$ cat src/rtl/apx_pkg.sv
package apx_pkg;

   typedef enum logic [1:0] {
      SWP_NONE = 2'b00,
      SWP_HALF = 2'b01,
      SWP_BYTE = 2'b10,
      SWP_AUTO = 2'b11
   } swap_mode_e;

   // Turn the automatic setting into a concrete permutation from the lane enables
   function automatic swap_mode_e resolve_swap(swap_mode_e mode, logic [3:0] be);
      swap_mode_e eff;
      if (mode != SWP_AUTO) begin
         eff = mode;
      end else begin
         case (be)
            4'b1100, 4'b0011:                   eff = SWP_HALF;
            4'b1110, 4'b1101, 4'b1011, 4'b0111: eff = SWP_BYTE;
            default:                            eff = SWP_NONE;
         endcase
      end
      return eff;
   endfunction

endpackage

$ cat src/rtl/apx_map_reg.sv
module apx_map_reg
   import apx_pkg::*;
#(
   parameter int unsigned BASE_W = 24,
   parameter int unsigned SIZE_W = 4,
   localparam int unsigned CFG_W = BASE_W + SIZE_W + 3
) (
   input  logic              clk,
   input  logic              rst_n,
   input  logic              we,
   input  logic [CFG_W-1:0]  wdata,
   output logic [BASE_W-1:0] base_o,
   output logic [SIZE_W-1:0] size_o,
   output swap_mode_e        swap_o,
   output logic              rpd_o
);
   localparam int unsigned RPD_BIT  = 0;
   localparam int unsigned SWAP_LSB = 1;
   localparam int unsigned SIZE_LSB = 3;
   localparam int unsigned BASE_LSB = SIZE_LSB + SIZE_W;

   if (BASE_LSB + BASE_W != CFG_W) begin : g_bad_layout
      $error("apx_map_reg: field layout does not fill the map word");
   end

   always_ff @(posedge clk or negedge rst_n) begin
      if (!rst_n) begin
         base_o <= '0;
         size_o <= '0;
         swap_o <= SWP_NONE;
         rpd_o  <= 1'b0;
      end else if (we) begin
         base_o <= wdata[BASE_LSB +: BASE_W];
         size_o <= wdata[SIZE_LSB +: SIZE_W];
         swap_o <= swap_mode_e'(wdata[SWAP_LSB +: 2]);
         rpd_o  <= wdata[RPD_BIT];
      end
   end

endmodule

$ cat src/rtl/apx_shift_dec.sv
module apx_shift_dec #(
   parameter int unsigned SIZE_W        = 4,
   parameter int unsigned SHW           = 6,
   parameter int unsigned MEM_MIN_SHIFT = 20,
   parameter int unsigned MEM_CODES     = 11,
   parameter int unsigned IO_MIN_SHIFT  = 8,
   parameter int unsigned IO_FIRST_CODE = 4,
   parameter int unsigned IO_CODES      = 4
) (
   input  logic [SIZE_W-1:0] size_i,
   input  logic              io_i,
   output logic [SHW-1:0]    shift_o,
   output logic              reserved_o
);
   localparam int unsigned IO_LAST_CODE = IO_FIRST_CODE + IO_CODES - 1;

   if (MEM_CODES > (1 << SIZE_W)) begin : g_bad_codes
      $error("apx_shift_dec: more memory codes than the size field can hold");
   end
   if (IO_LAST_CODE >= MEM_CODES) begin : g_bad_io
      $error("apx_shift_dec: I/O code window leaves the valid range");
   end

   logic io_code;

   always_comb begin
      reserved_o = (32'(size_i) >= MEM_CODES);
      io_code    = io_i && (32'(size_i) >= IO_FIRST_CODE) && (32'(size_i) <= IO_LAST_CODE);
      if (reserved_o) begin
         shift_o = SHW'(MEM_MIN_SHIFT);
      end else if (io_code) begin
         shift_o = SHW'(IO_MIN_SHIFT) + SHW'(size_i) - SHW'(IO_FIRST_CODE);
      end else begin
         shift_o = SHW'(MEM_MIN_SHIFT) + SHW'(size_i);
      end
   end

endmodule

$ cat src/rtl/apx_addr_map.sv
module apx_addr_map #(
   parameter int unsigned ADDR_W = 32,
   parameter int unsigned BASE_W = 24,
   parameter int unsigned SHW    = 6
) (
   input  logic [BASE_W-1:0] base_i,
   input  logic [SHW-1:0]    shift_i,
   input  logic [ADDR_W-1:0] host_i,
   output logic [ADDR_W-1:0] loc_o
);
   localparam int unsigned PAD_W = ADDR_W - BASE_W;

   if (BASE_W >= ADDR_W) begin : g_bad_base
      $error("apx_addr_map: base field must be narrower than the address");
   end

   logic [ADDR_W-1:0] base_full;
   assign base_full = {base_i, {PAD_W{1'b0}}};

   // word alignment: the byte offset is never forwarded
   assign loc_o[1:0] = host_i[1:0] & 2'b00;

   for (genvar i = 2; i < ADDR_W; i++) begin : g_bit
      assign loc_o[i] = (SHW'(i) >= shift_i) ? base_full[i] : host_i[i];
   end

endmodule

$ cat src/rtl/apx_lane_swap.sv
module apx_lane_swap
   import apx_pkg::*;
#(
   parameter int unsigned LANE_W = 8,
   parameter int unsigned LANES  = 4,
   localparam int unsigned TOT_W = LANE_W * LANES
) (
   input  swap_mode_e        mode_i,
   input  logic [TOT_W-1:0]  din,
   output logic [TOT_W-1:0]  dout
);
   if (LANES % 2 != 0) begin : g_bad_lanes
      $error("apx_lane_swap: lane count must be even");
   end

   for (genvar i = 0; i < LANES; i++) begin : g_lane
      localparam int unsigned HALF_SRC = (i + LANES / 2) % LANES;
      localparam int unsigned REV_SRC  = LANES - 1 - i;
      always_comb begin
         case (mode_i)
            SWP_HALF: dout[i*LANE_W +: LANE_W] = din[HALF_SRC*LANE_W +: LANE_W];
            SWP_BYTE: dout[i*LANE_W +: LANE_W] = din[REV_SRC*LANE_W +: LANE_W];
            default:  dout[i*LANE_W +: LANE_W] = din[i*LANE_W +: LANE_W];
         endcase
      end
   end

endmodule

$ cat src/rtl/apx_inbound_xlate.sv
module apx_inbound_xlate
   import apx_pkg::*;
#(
   parameter int unsigned ADDR_W        = 32,
   parameter int unsigned DATA_W        = 32,
   parameter int unsigned BASE_W        = 24,
   parameter int unsigned SIZE_W        = 4,
   parameter int unsigned MEM_MIN_SHIFT = 20,
   parameter int unsigned IO_MIN_SHIFT  = 8,
   localparam int unsigned LANES = DATA_W / 8,
   localparam int unsigned CFG_W = BASE_W + SIZE_W + 3
) (
   input  logic              clk,
   input  logic              rst_n,
   input  logic              cfg_we,
   input  logic [CFG_W-1:0]  cfg_wdata,
   output logic              cfg_error,
   input  logic              req_valid,
   input  logic              req_io,
   input  logic              req_wr,
   input  logic              req_first,
   input  logic [ADDR_W-1:0] req_addr,
   input  logic [LANES-1:0]  req_be,
   input  logic [DATA_W-1:0] req_wdata,
   output logic              loc_valid,
   output logic              loc_wr,
   output logic [ADDR_W-1:0] loc_addr,
   output logic [LANES-1:0]  loc_be,
   output logic [DATA_W-1:0] loc_wdata,
   output logic              retry_ok,
   input  logic [DATA_W-1:0] lcl_rdata,
   output logic [DATA_W-1:0] hst_rdata
);
   localparam int unsigned SHW = $clog2(ADDR_W + 1);

   if (DATA_W != 32) begin : g_bad_data
      $error("apx_inbound_xlate: automatic swap decode needs four byte lanes");
   end
   if (MEM_MIN_SHIFT + (1 << SIZE_W) > ADDR_W + 16) begin : g_bad_shift
      $error("apx_inbound_xlate: aperture range exceeds the address width");
   end

   // ---------------- map register ----------------
   logic [BASE_W-1:0] map_base;
   logic [SIZE_W-1:0] map_size;
   swap_mode_e        map_swap;
   logic              map_rpd;

   apx_map_reg #(.BASE_W(BASE_W), .SIZE_W(SIZE_W)) map_i (
      .clk   (clk),
      .rst_n (rst_n),
      .we    (cfg_we),
      .wdata (cfg_wdata),
      .base_o(map_base),
      .size_o(map_size),
      .swap_o(map_swap),
      .rpd_o (map_rpd)
   );

   // ---------------- address path ----------------
   logic [SHW-1:0]    shift;
   logic              size_reserved;
   logic [ADDR_W-1:0] addr_x;

   apx_shift_dec #(
      .SIZE_W       (SIZE_W),
      .SHW          (SHW),
      .MEM_MIN_SHIFT(MEM_MIN_SHIFT),
      .IO_MIN_SHIFT (IO_MIN_SHIFT)
   ) dec_i (
      .size_i    (map_size),
      .io_i      (req_io),
      .shift_o   (shift),
      .reserved_o(size_reserved)
   );

   apx_addr_map #(.ADDR_W(ADDR_W), .BASE_W(BASE_W), .SHW(SHW)) amap_i (
      .base_i (map_base),
      .shift_i(shift),
      .host_i (req_addr),
      .loc_o  (addr_x)
   );

   assign cfg_error = size_reserved;

   // ---------------- lane swap ----------------
   swap_mode_e        wr_mode;
   swap_mode_e        rd_mode;
   logic [DATA_W-1:0] wdata_x;
   logic [LANES-1:0]  be_x;
   logic [LANES-1:0]  held_be_q;

   assign wr_mode = resolve_swap(map_swap, req_be);
   assign rd_mode = resolve_swap(map_swap, held_be_q);

   apx_lane_swap #(.LANE_W(8), .LANES(LANES)) wswap_i (
      .mode_i(wr_mode),
      .din   (req_wdata),
      .dout  (wdata_x)
   );

   apx_lane_swap #(.LANE_W(1), .LANES(LANES)) bswap_i (
      .mode_i(wr_mode),
      .din   (req_be),
      .dout  (be_x)
   );

   apx_lane_swap #(.LANE_W(8), .LANES(LANES)) rswap_i (
      .mode_i(rd_mode),
      .din   (lcl_rdata),
      .dout  (hst_rdata)
   );

   // ---------------- output stage ----------------
   always_ff @(posedge clk or negedge rst_n) begin
      if (!rst_n) begin
         loc_valid <= 1'b0;
         loc_wr    <= 1'b0;
         loc_addr  <= '0;
         loc_be    <= '0;
         loc_wdata <= '0;
         retry_ok  <= 1'b0;
         held_be_q <= '0;
      end else begin
         loc_valid <= req_valid;
         if (req_valid) begin
            loc_wr    <= req_wr;
            loc_addr  <= addr_x;
            loc_be    <= be_x;
            loc_wdata <= wdata_x;
            retry_ok  <= !(map_rpd && !req_wr && req_first);
            held_be_q <= req_be;
         end
      end
   end

endmodule

$ cat config.mk
export PLATFORM = sky130hd
export DESIGN_NAME = apx_inbound_xlate
export DESIGN_NICKNAME = d
export VERILOG_FILES = /design/src/rtl/apx_pkg.sv /design/src/rtl/apx_map_reg.sv /design/src/rtl/apx_shift_dec.sv /design/src/rtl/apx_addr_map.sv /design/src/rtl/apx_lane_swap.sv /design/src/rtl/apx_inbound_xlate.sv
export SDC_FILE = /design/constraint.sdc
export NUM_CORES = 1
export LEC_CHECK = 0
export ABC_AREA = 1
export ABC_CLOCK_PERIOD_IN_PS = 3050
export BUFFER_PORTS_ARGS = -buffer_cell sky130_fd_sc_hd__buf_2
export CAP_MARGIN = 0
export CORE_AREA = 2 2 105 127
export DETAILED_ROUTE_END_ITERATION = 10
export DIE_AREA = 0 0 107 129
export PLACE_DENSITY_LB_ADDON = 0.25
export SYNTH_ARGS = -nofsm -noshare
export SYNTH_HDL_FRONTEND = slang
export SYNTH_HIERARCHICAL = 1
export SYNTH_SLANG_ARGS = --single-unit
$ cat constraint.sdc
create_clock -name clk -period 3.05 [get_ports clk]
set_input_delay 0.1525 -clock clk [delete_from_list [all_inputs] [get_ports clk]]
set_output_delay 0.1525 -clock clk [all_outputs]
set_load 0.02 [all_outputs]
==> summary.txt, run 1 <==
Power
  – PwrDens: 537.2 mW/mm2
  – Switching part of the total power: 39.74%
  – Internal: 2.703 mW
  – Clock power frac: 24.4%
  – VDD IR-drop max: 264.3 uV
  – Sequential share of power: 38.0%
  – P_leak: 5.295 nW
  – Sw Pwr: 1.783 mW
  – Combinational share of power: 37.6%

CTS
  – Max clock buf depth: 2
  – Post-CTS Setup Bufs: 0
  – Hold buffer count at CTS: 18
  – Clock Latency Late Sink: 350 ps
  – CTS H-tree depth: 3
  – TritonCTS buffer count: 9
  – Root buf cell: clkbuf_16
  – CTS resizes: 0
  – Clk slew on worst S/H paths: 70 ps
  – TritonCTS clock tree: built
  – Clock Sinks: 106

Outcome
  – Outcome: complete, no violations

Hold path
  – Worst Hold Depth: 3
  – Hold Path Sink: map_i/base_o[1]
  – HP Start: cfg_wdata[8]
  – Worst Hold Class: primary input to register

Detailed routing
  – DRT iter0 DRCs: 504
  – Final wirelength: 18.18 mm
  – Number of iterations in the first detailed-routing pass: 5
  – Drt via density: 4.852
  – Average wire per standard cell: 12.17 um
  – DRC viols: 0
  – Antenna-violating nets left: 0
  – Vias: 7249

Setup path
  – Crit path from: map_i/swap_o[0]
  – Critical Path RT: 2900 ps
  – CP Data Arrival Time: 2600 ps
  – Reg2Reg Depth: 11
  – Crit. End Element: output pin
  – Worst reg2reg startpoint: map_i/swap_o[0]
  – Critical path type: register to output pin
  – Reg2Reg Setup Slack: 550 ps
  – Startpoint types: register
  – CP Max Fanout: 32
  – R2r endpoint: loc_wdata[24]

Synth
  – Avg Synthesized Cell Area: 6.191 um2
  – Post-Synthesis Cells: 1101
  – Sequential area share after synthesis: 38.91%
  – Post-synth top area share: 44.33%
  – Post-synth cell types: 23
  – Cell Area, Synth: 0.006817 mm2
  – Post-synthesis register bit count: 106
  – Synth warnings: 6
  – Largest cells by area after synthesis: nand2_1, dfrtp_1, buf_6
  – Leading area contributor after synthesis: nand2_1

Global route
  – Largest net degree at the start of global routing: 74
  – First-pass GRT wire length: 29.66 mm
  – Initial antenna violation count: 0
  – Vias in the first global route: 6321
  – Gr usage total: 26.44%
  – Remaining Overflow, GRT: 0

STA
  – Period Utilization, post-route: 90.22%
  – Worst hold slack: 5.770 ps
  – Actual slew at the worst max-slew pin: 1126 ps
  – Fin. max-slew vios: 0
  – RSZ-0062 raised after global routing: no
  – Final Skew: 7.853 ps
  – Setup TNS: 0 ps
  – Finish-stage setup viols: 0
  – Fmax: 0.3634 GHz
  – Slew HR: 24.96%
  – Final Hold Vio Count: 0
  – Minimum clock period: 2752 ps

Floorplanning
  – DIE HEIGHT: 129 um
  – Initial Util: 54.29%
  – I/O Pins: 242
  – Row cnt: 45
  – Die ar.: 0.01380 mm2
  – Core box area: 0.01256 mm2
  – Die W: 107 um

Placement
  – RePlAce Congestion: 0.9194
  – Buffers on Ports: 239
  – Placed insts: 1461
  – Post-DP HPWL: 13.08 mm

Layout
  – Area growth syn-to-layout: 22.50%
  – Ant diodes: 0
  – Fin nets: 1474
  – Area occupied by multi-input gates: 0.003605 mm2
  – Share of cells above drive strength 1: 21.20%
  – Util after Layout: 66.51%
  – # fillers: 1226
  – Fin cells: 1494
  – Most frequent cells in the layout: nand2_1, buf_2, dfrtp_1
  – Most common cell after layout, fill and taps aside: nand2_1
  – Seq. cell area: 0.002653 mm2

Flow run
  – Max-cap violations: 0
## worst max path at each step
stage               slack, ps       endpoint  cells past startpoint
global placement          710  loc_wdata[24]                     11
global route               20  hst_rdata[29]                     11
detailed placement        670  loc_wdata[24]                     11
CTS                       300  hst_rdata[21]                     11
floorplan                1150   loc_addr[30]                     12
finish                    300  hst_rdata[14]                     11
## area by class of cell
| class | instances | area share (%) |
|---|---|---|
| well taps | 164 | 2.457 |
| clock inverters | 6 | 0.6143 |
| inverters | 44 | 2.008 |
| multi-input cells | 901 | 43.17 |
| flip-flops and latches | 106 | 31.77 |
| repair buffers | 264 | 17.29 |
| clock buffers | 9 | 2.697 |
## power by group through the flow
stage	registers [mW]	logic, mW	clock network [mW]
finish	1.70	1.69	1.10
global route	1.73	1.89	1.18
CTS	1.70	1.69	1.13
detailed placement	1.73	1.67	0
global placement	1.72	1.65	0
floorplan	1.91	0.995	0
## critical path, stage by stage, from the launching register on
cell and delay (ps):
dfrtp_1 400, nand2_1 160, inv_1 70, nand2_1 60, o21ai_0 110, inv_1 80
ha_1 840, nand2_1 140, nand2_1 110, nand2_1 50, nand2_1 70, buf_2 150
## metal layers
layer | part of all wire (%) | GRT usage, % | vias to the layer above
li1 | - | - | 3740
met1 | 40 | 33.53 | 3201
met2 | 50 | 45.93 | 278
met3 | 7.7 | 4.509 | 30
met4 | 2.3 | 8.709 | 0
met5 | 0 | 0 | -
## cells by family (layout without fill, tap and decap cells)
family | after synthesis | after routing | synth area share (%)
buffers and inverters | 95 | 323 | 8.260
DFF | 106 | 106 | 38.91
and+or+nand+nor | 864 | 864 | 48.75
adders and majority gates | 10 | 10 | 1.836
other | 2 | 3 | 0.1102
AOI/OAI and AO/OA | 24 | 24 | 2.130
## per-stage QoR
step                      total power, mW  setup slack [ps]  instance area (um2)
final                               4.486             298.2                 8351
after global routing                4.801             19.73                 8351
after CTS                           4.522             301.4                 8351
after detailed placement            3.399             672.2                 7894
after global placement              3.372             710.9                 7894
after floorplan                     2.903              1154                 6820
## flip-flops by register name, summed over array words and instances (netlist names)
| name | count |
|---|---|
| held_be_q | 4 |
| map_i/swap_o | 2 |
| loc_wdata | 32 |
| loc_addr | 32 |
| loc_valid | 1 |
| map_i/rpd_o | 1 |
| loc_wr | 1 |
| map_i/size_o | 4 |
| loc_be | 4 |
| retry_ok | 1 |
| map_i/base_o | 24 |
## synth_stat cells
| cell type | n |
|---|---|
| o21ai_4 | 1 |
| a21boi_0 | 1 |
| a31oi_1 | 1 |
| buf_4 | 6 |
| inv_4 | 1 |
| dfrtp_1 | 106 |
| nor2_4 | 4 |
| inv_1 | 36 |
| nand2_2 | 4 |
| nor2_2 | 2 |
| o21ai_2 | 2 |
| nand2_1 | 805 |
| a21oi_1 | 2 |
| nor2_1 | 21 |
| conb_1 | 2 |
| o21ai_0 | 14 |
| buf_2 | 25 |
| ha_1 | 10 |
| o21ai_1 | 2 |
| inv_2 | 7 |
| o21a_1 | 1 |
| nand3_1 | 28 |
| buf_6 | 20 |
No activity file was read; power rests on OpenSTA's default activity.
==> run 2: changes to the inputs <==
Settings changed: BUFFER_PORTS_ARGS -buffer_cell sky130_fd_sc_hd__buf_2 to default, CORE_AREA 2 2 105 127 to 2 2 94 114, DIE_AREA 0 0 107 129 to 0 0 96 116, DONT_BUFFER_PORTS from default to 1.
==> run 2 against run 1 <==
- hold slack better by 6.5 ps
- flip-flop and latch count unchanged
- clock power about the same
- critical path type unchanged
- critical endpoint is now hst_rdata[13]
- highest routed layer unchanged
- critical path depth decreased by 1
- power decreased by 6.6%
==> summary.txt, run 2 (same netlist as run 1, synthesis figures left out) <==
Outcome
  – Outcome: complete, no violations

Placement
  – RePlAce Congestion: 0.8917
  – Buffers on Ports: 0
  – Post-DP HPWL: 12.19 mm

Layout
  – Most frequent cells in the layout: nand2_1, dfrtp_1, dlygate4sd3_1
  – Most common cell after layout, fill and taps aside: nand2_1
  – Fin nets: 1256
  – Area growth syn-to-layout: 7.746%
  – Share of cells above drive strength 1: 3.777%
  – Util after Layout: 73.74%
  – Ant diodes: 0
  – Top flop regs: loc_addr x32, loc_wdata x32, map_i/base_o x24

Setup path
  – Startpoint types: register
  – CP Data Arrival Time: 2500 ps
  – Max stage delay cell, worst path: ha_1
  – Worst reg2reg startpoint: map_i/swap_o[0]
  – Slowest cell delay on critical path: 810 ps
  – CP Max Fanout: 32
  – Critical Path RT: 2900 ps
  – Crit path top cell by count: nand2_1
  – Crit. End Element: output pin
  – Worst-path cell chain: nand2_1, inv_1, nand2_1, o21ai_0, inv_1, ha_1, nand2_1, nand2_1, nand2_1, nand2_1
  – Reg2Reg Setup Slack: 670 ps
  – Reg2Reg Depth: 11
  – Critical path type: register to output pin
  – R2r endpoint: loc_wdata[24]

Detailed routing
  – DRT iter0 DRCs: 350
  – DRC viols: 0
  – Vias: 6527
  – Number of iterations in the first detailed-routing pass: 5
  – Drt via density: 5.272
  – Antenna-violating nets left: 0
  – Final wirelength: 17.84 mm
  – Average wire per standard cell: 14.41 um

CTS
  – Root buf cell: clkbuf_16
  – CTS H-tree depth: 3
  – Clk slew on worst S/H paths: 70 ps
  – CTS resizes: 0
  – Post-CTS Setup Bufs: 0
  – Hold buffer count at CTS: 42
  – Max clock buf depth: 2
  – TritonCTS buffer count: 9
  – Clock Latency Late Sink: 350 ps
  – TritonCTS clock tree: built
  – Clock Sinks: 106

Hold path
  – Hold Path Sink: loc_addr[11]
  – Worst Hold Class: primary input to register
  – Worst Hold Depth: 4
  – HP Start: req_addr[11]

STA
  – Fmax: 0.3774 GHz
  – Period Utilization, post-route: 86.87%
  – Setup TNS: 0 ps
  – Fin. max-slew vios: 0
  – Final Skew: 8.588 ps
  – Minimum clock period: 2650 ps
  – Final Hold Vio Count: 0
  – Finish-stage setup viols: 0
  – Slew HR: 25.25%
  – Actual slew at the worst max-slew pin: 1118 ps
  – RSZ-0062 raised after global routing: no

Floorplanning
  – Row cnt: 40
  – Initial Util: 68.44%
  – Die ar.: 0.01114 mm2
  – Die W: 96 um
  – Core box area: 0.009960 mm2
  – I/O Pins: 242
  – DIE HEIGHT: 116 um

Power
  – PwrDens: 570.7 mW/mm2
  – VDD IR-drop max: 361.4 uV
  – P_leak: 4.393 nW

Global route
  – Initial antenna violation count: 0
  – Largest net degree at the start of global routing: 107
  – First-pass GRT wire length: 27.80 mm
  – Gr usage total: 31.85%
  – Vias in the first global route: 5920
  – Remaining Overflow, GRT: 0

Flow run
  – Max-cap violations: 0
==> run 2: cell count changes in the layout (fill, tap and decap cells not counted) <==
cell and delta:
buf_4 -3, clkinv_4 +1, inv_6 -1, buf_12 -1, buf_2 -238, dlygate4sd3_1 +22
buf_16 +2
==> run 2: worst max path at each step <==
stage,from,end,cells past startpoint
final,map_i/swap_o[0],hst_rdata[13],10
after detailed placement,map_i/size_o[2],loc_addr[29],11
after floorplan,map_i/size_o[2],loc_addr[30],12
after global routing,map_i/swap_o[0],hst_rdata[13],10
after CTS,map_i/swap_o[0],hst_rdata[15],10
after global placement,map_i/swap_o[0],hst_rdata[13],10
==> run 2: area by class of cell <==
class	count	area (um2)
clock buffers	9	225.2
well taps	126	157.7
multi-input cells	901	3605
clock inverters	6	51.30
inverters	44	167.7
flip-flops and latches	106	2653
fillers	833	2615
repair buffers	46	485.5
==> run 2: report_power, final <==
part | internal, mW | switching (mW) | leakage, nW
sequential | 1.59 | 0.346 | 1.31
clock | 0.561 | 0.531 | 0.138
combinational | 0.345 | 0.813 | 2.95
==> run 2: metrics by stage <==
step / cell area, um2 / instances / hold WS [ps] / setup WS, ps / power [mW]
floorplan: 6820 / 1102 / -143.1 / 1154 / 2.903
global placement: 6613 / 1181 / -140.9 / 776.7 / 2.988
detailed placement: 6613 / 1181 / -140.6 / 747.4 / 3.017
CTS: 7345 / 1238 / 4.887 / 383.8 / 4.204
global route: 7345 / 1238 / 15.14 / 77.70 / 4.456
finish: 7345 / 1238 / 12.32 / 400.4 / 4.191
==> run 2: layer usage <==
metal  GRT usage [%]  wire (um)
met5               0          0
met4           13.62        516
met3           9.168       1844
met2           55.88       9068
met1           35.71       6412
==> run 2: critical path: cells and delay by family, from the launching register on <==
kind / cells / cell delay (ps)
buf+inv: 2 / 140
compound gates: 1 / 100
simple gates: 6 / 700
fa+ha+maj: 1 / 810
flops: 1 / 400
